File: config.mk
export PLATFORM = sky130hd
export DESIGN_NAME = cfp_unit
export DESIGN_NICKNAME = d
export VERILOG_FILES = /design/src/rtl/cfp_pkg.sv /design/src/rtl/cfp_fold.sv /design/src/rtl/cfp_sync_ctrl.sv /design/src/rtl/cfp_unit.sv
export SDC_FILE = /design/constraint.sdc
export NUM_CORES = 1
export LEC_CHECK = 0
export BUFFER_PORTS_ARGS = -buffer_cell sky130_fd_sc_hd__buf_2
export CAP_MARGIN = 20
export CORE_UTILIZATION = 55
export DETAILED_ROUTE_END_ITERATION = 8
export PLACE_DENSITY = 0.77
export SYNTH_ARGS = -nofsm -noshare
export SYNTH_HDL_FRONTEND = slang
export SYNTH_HIERARCHICAL = 1
export SYNTH_SLANG_ARGS = --single-unit
File: constraint.sdc
create_clock -name clk -period 9.09 [get_ports clk]
set_clock_uncertainty 0.1 [all_clocks]
set_input_delay 2.2725 -clock clk [delete_from_list [all_inputs] [get_ports clk]]
set_output_delay 2.2725 -clock clk [all_outputs]
set_load 0.02 [all_outputs]
File: src/rtl/cfp_pkg.sv
package cfp_pkg;

    localparam int unsigned FP_W = 32;
    localparam logic [FP_W-1:0] FP_SEED = '1;

    typedef logic [FP_W-1:0] fp_t;

    typedef struct packed {
        logic vld;
        fp_t  word;
    } item_t;

    typedef enum logic [0:0] {
        PH_RUN  = 1'b0,
        PH_XCHG = 1'b1
    } phase_e;

    typedef enum logic [1:0] {
        VD_NONE  = 2'd0,
        VD_MATCH = 2'd1,
        VD_MISS  = 2'd2,
        VD_LATE  = 2'd3
    } verdict_e;

    // XOR the word in, then 32 polynomial shift steps (MSB first, no reflection)
    function automatic fp_t crc_word(fp_t crc, fp_t word, fp_t poly);
        fp_t c;
        c = crc ^ word;
        for (int i = 0; i < int'(FP_W); i++) begin
            c = c[FP_W-1] ? ((c << 1) ^ poly) : (c << 1);
        end
        return c;
    endfunction

endpackage

File: src/rtl/cfp_fold.sv
module cfp_fold
    import cfp_pkg::*;
#(
    parameter int unsigned LANES = 2,
    parameter fp_t         POLY  = 32'h04C11DB7
) (
    input  fp_t                    seed,
    input  item_t [LANES-1:0]      items,
    output fp_t                    result
);

    // lane 0 is folded first, the highest lane last
    fp_t chain [LANES+1];

    assign chain[0] = seed;

    for (genvar g = 0; g < int'(LANES); g++) begin : g_lane
        assign chain[g+1] = items[g].vld ? crc_word(chain[g], items[g].word, POLY)
                                         : chain[g];
    end

    assign result = chain[LANES];

endmodule

File: src/rtl/cfp_sync_ctrl.sv
module cfp_sync_ctrl
    import cfp_pkg::*;
#(
    parameter int unsigned TMO_W = 16
) (
    input  logic             clk,
    input  logic             rst,
    input  logic             trig,
    input  logic             peer_vld,
    input  logic             peer_eq,
    input  logic [TMO_W-1:0] tmo_limit,
    output logic             in_xchg,
    output logic             resolve,
    output verdict_e         verdict
);

    phase_e           ph_q;
    logic [TMO_W-1:0] wait_q;
    verdict_e         vd_q;
    verdict_e         vd_n;
    logic             expired;

    assign expired = (wait_q == tmo_limit);

    always_comb begin
        vd_n = VD_NONE;
        if (ph_q == PH_XCHG) begin
            if (peer_vld) begin
                vd_n = peer_eq ? VD_MATCH : VD_MISS;
            end else if (expired) begin
                vd_n = VD_LATE;
            end
        end
    end

    assign resolve = (ph_q == PH_XCHG) && (peer_vld || expired);
    assign in_xchg = (ph_q == PH_XCHG);
    assign verdict = vd_q;

    always_ff @(posedge clk) begin
        if (rst) begin
            ph_q   <= PH_RUN;
            wait_q <= '0;
            vd_q   <= VD_NONE;
        end else begin
            vd_q <= vd_n;
            case (ph_q)
                PH_RUN: begin
                    wait_q <= '0;
                    if (trig) begin
                        ph_q <= PH_XCHG;
                    end
                end
                PH_XCHG: begin
                    if (resolve) begin
                        ph_q   <= PH_RUN;
                        wait_q <= '0;
                    end else begin
                        wait_q <= wait_q + 1'b1;
                    end
                end
                default: ph_q <= PH_RUN;
            endcase
        end
    end

endmodule

File: src/rtl/cfp_unit.sv
module cfp_unit
    import cfp_pkg::*;
#(
    parameter int unsigned TMO_W = 16,
    parameter logic [31:0] POLY  = 32'h04C11DB7
) (
    input  logic             clk,
    input  logic             rst,
    input  logic             cm_addr_vld,
    input  logic [31:0]      cm_addr,
    input  logic             cm_data_vld,
    input  logic [31:0]      cm_data,
    input  logic             req_io,
    input  logic             req_ovf,
    input  logic             req_intv,
    input  logic [TMO_W-1:0] tmo_limit,
    input  logic [31:0]      peer_fp,
    input  logic             peer_fp_vld,
    output logic [31:0]      local_fp,
    output logic             local_fp_vld,
    output logic             commit_stall,
    output logic             fp_match,
    output logic             fp_error
);

    localparam int unsigned LANES = 2;

    fp_t               acc_q;
    fp_t               folded;
    item_t [LANES-1:0] items;
    logic              in_xchg;
    logic              resolve;
    verdict_e          verdict;

    // address lane precedes data lane
    assign items[0] = '{vld: cm_addr_vld, word: cm_addr};
    assign items[1] = '{vld: cm_data_vld, word: cm_data};

    cfp_fold #(
        .LANES (LANES),
        .POLY  (POLY)
    ) u_fold (
        .seed   (acc_q),
        .items  (items),
        .result (folded)
    );

    cfp_sync_ctrl #(
        .TMO_W (TMO_W)
    ) u_ctrl (
        .clk       (clk),
        .rst       (rst),
        .trig      (req_io | req_ovf | req_intv),
        .peer_vld  (peer_fp_vld),
        .peer_eq   (peer_fp == acc_q),
        .tmo_limit (tmo_limit),
        .in_xchg   (in_xchg),
        .resolve   (resolve),
        .verdict   (verdict)
    );

    always_ff @(posedge clk) begin
        if (rst) begin
            acc_q <= FP_SEED;
        end else if (resolve) begin
            acc_q <= FP_SEED;
        end else if (!in_xchg) begin
            acc_q <= folded;
        end
    end

    assign local_fp     = acc_q;
    assign local_fp_vld = in_xchg;
    assign commit_stall = in_xchg;
    assign fp_match     = (verdict == VD_MATCH);
    assign fp_error     = (verdict == VD_MISS) || (verdict == VD_LATE);

endmodule

==> impl_metrics.toml <==
[die]
core_area_um2 = 18710
die-area_um2 = 19600
io_pins = 156
start_util = 0.5599
rows = 50
die_h_um = 140.0
die_width_um = 140.0

[cts]
cts_made_buffers = 5
clk_latency_ps = 300
cts_tree = "yes"
clk_pin_slew_ps = 70
cts_hold_buffers = 0
post_cts_buffers = 0
numClockSinks = 51
clockRootBuffer = "clkbuf_16"
cts_resized = 0
cts.path.max_buffers = 2
htree_num_levels = 2

[worst_setup_path]
cp-startpoint = "cm_addr[26]"
endpoint_kind = "flop"
r2r_cells = 18
worstPathArrival_ps = 9010
rr_startpoint = "local_fp[27]"
worstPathRequired_ps = 9170
critPathLaunchType = "input pin"
path_class = "in -> reg"
path_max_fanout = 6

[logic_synthesis]
synthFlopType = "dfxtp_1"
synth_seq_cells = 51
synth_nets = 1022
syn_area_um2 = 10470
synthMuxAreaShare = 0.07932
synth_warnings = 6
synth_compound_area_frac = 0.01577
synth-edff-count = 0
async_flop_share = 0
synthAdderAreaFrac = 0.001195
synth.largest_area_cell = "xnor3_1"
syn_inst = 901
synth_cell_types = 49
syn_area_per_cell_um2 = 11.62
synth-seq-area-share = 0.09748
synth_xor_area_frac = 0.7359
yosys.area_share.simple = 0.05722
synthTopCellsByArea = "xnor3_1 25%, xnor2_1 23%, xor2_1 11%"
synth_top_area_share = 0.2451
synth_top_family_by_area = "XOR/XNOR gates"

[global_routing]
grt_pass1_wl_mm = 45.66
grt_overflow_total = 0
grt_max_degree = 42
met3_usage = 0.03316
grt_usage = 0.3194
antenna_found_initial = 0
grt_use_met2 = 0.5400
grt_pass1_vias = 7395
grt_use_met1 = 0.4077
grt-busiest-layer = "met2"

[timing]
holdWs_ps = 426.7
fin_ws_ps = 157.4
slew_viol_final = 0
clock.fmax_mhz = 111.9
rsz0062_at_grt = "false"
report.final.hold_viol_count = 0
max-slew-margin-rel = 0.2559
fin_setup_tns_ps = 0
final-setup-viol-count = 0
period_needed_ps = 8933
fin_crit_sh = 0.9827
tightest_slew_ps = 1116

[place]
placed_area_um2 = 11910
post-dp-hpwl_mm = 26.35
place_ws_ps = -53.84
gp_congestion = 1.001
portBuffers = 155

[run]
drv_cap = 0

[final_layout]
antennaDiodeCount = 0
n_fill_cell = 1507
area_growth_pct = 15.12
final_area_um2 = 12060
fin_nets = 1221
final_common_cell = "xnor2_1"
drive_above_1_share = 0.2734
final_cell_mix = "278 x xnor2_1, 155 x buf_2, 129 x xor2_1, 114 x xnor3_1, 76 x mux2i_1"

[drt]
drt_iter0_drc = 543
vias = 7302
post_drt_wl_per_cell_um = 23.24
wirelength_mm = 31.03
drc = 0
firstDrtPassIters = 5
via_per_inst = 5.470
antenna_left = 0

[hold_path]
hold_class = "reg -> reg"
min_path_cells = 2
hp-start = "u_ctrl/wait_q[14]"

[run_status]
status = "finished clean"
==> area by class of cell <==
class / instances / area, µm² / area share
multi-input cells: 819 / 9324 / 0.7733
well taps: 234 / 292.8 / 0.02428
clock buffers: 5 / 125.1 / 0.01038
flip-flops and latches: 51 / 1022 / 0.08478
clock inverters: 3 / 26.28 / 0.002179
repair buffers: 218 / 1249 / 0.1036
inverters: 5 / 18.77 / 0.001557
==> cell usage after synthesis, types with 2 or more instances <==
cell type	number
mux2i_1	76
inv_1	5
xor2_1	129
buf_1	2
or3_1	2
a21o_1	3
nor3b_1	3
nand4b_1	2
a211oi_1	2
xor3_1	13
mux2i_4	2
nand4_1	7
or2_2	2
nand2_1	48
xor2_4	4
nor3_1	17
xnor2_4	11
nand4_2	2
xnor2_1	278
xnor3_2	15
o21ai_0	10
a21oi_1	7
nor4_1	11
dfxtp_1	51
nand3_1	3
xnor3_1	114
clkbuf_1	15
buf_2	4
xor2_2	9
buf_4	4
xnor2_2	20
nor2_1	13
==> kinds of logic after synthesis <==
logic type / after synthesis
adders and majority gates: 1
xor gates and xnor gates: 594
AOI/OAI and AO/OA: 27
muxes: 80
buffers and inverters: 31
and+or+nand+nor: 117
DFF: 51
==> state kept, by name, indices dropped and copies added (netlist names) <==
signal / flops
local_fp: 32
u_ctrl/in_xchg: 1
u_ctrl/verdict: 2
u_ctrl/wait_q: 16
==> critical path, stage by stage <==
cell	delay (ps)
buf_2	130
xnor2_4	400
xor2_1	460
xnor3_1	640
xnor3_1	400
xnor3_1	590
xor2_2	370
xnor3_1	470
mux2i_1	450
xnor2_1	320
xor3_1	640
xnor3_2	520
xnor3_1	440
xnor3_1	400
xor2_1	180
mux2i_1	90
mux2i_1	160
nand2_1	70
==> metal layers <==
| metal | vias up | part of all wire |
|---|---|---|
| li1 | 3419 | - |
| met1 | 3558 | 0.41 |
| met2 | 262 | 0.48 |
| met3 | 63 | 0.051 |
| met4 | 0 | 0.052 |
| met5 | - | 0 |
==> worst paths after layout <==
check | slack [ps] | endpoint
worst max-delay path | 160 | local_fp[15]
worst min-delay path | 430 | u_ctrl/wait_q[14]
worst min register to register | 430 | u_ctrl/wait_q[14]
worst max register to register | 1660 | local_fp[15]
==> metrics by stage <==
| stage | util | cells |
|---|---|---|
| 6_report | 0.6446 | 1335 |
| 5_1_grt | 0.6446 | 1335 |
| 4_1_cts | 0.6446 | 1335 |
| 3_5_place_dp | 0.6365 | 1327 |
| 3_3_place_gp | 0.6365 | 1327 |
| 2_1_floorplan | - | 901 |
Power is not shown: default switching activity piles up to over one toggle a cycle in this logic, so the estimate is an artifact.
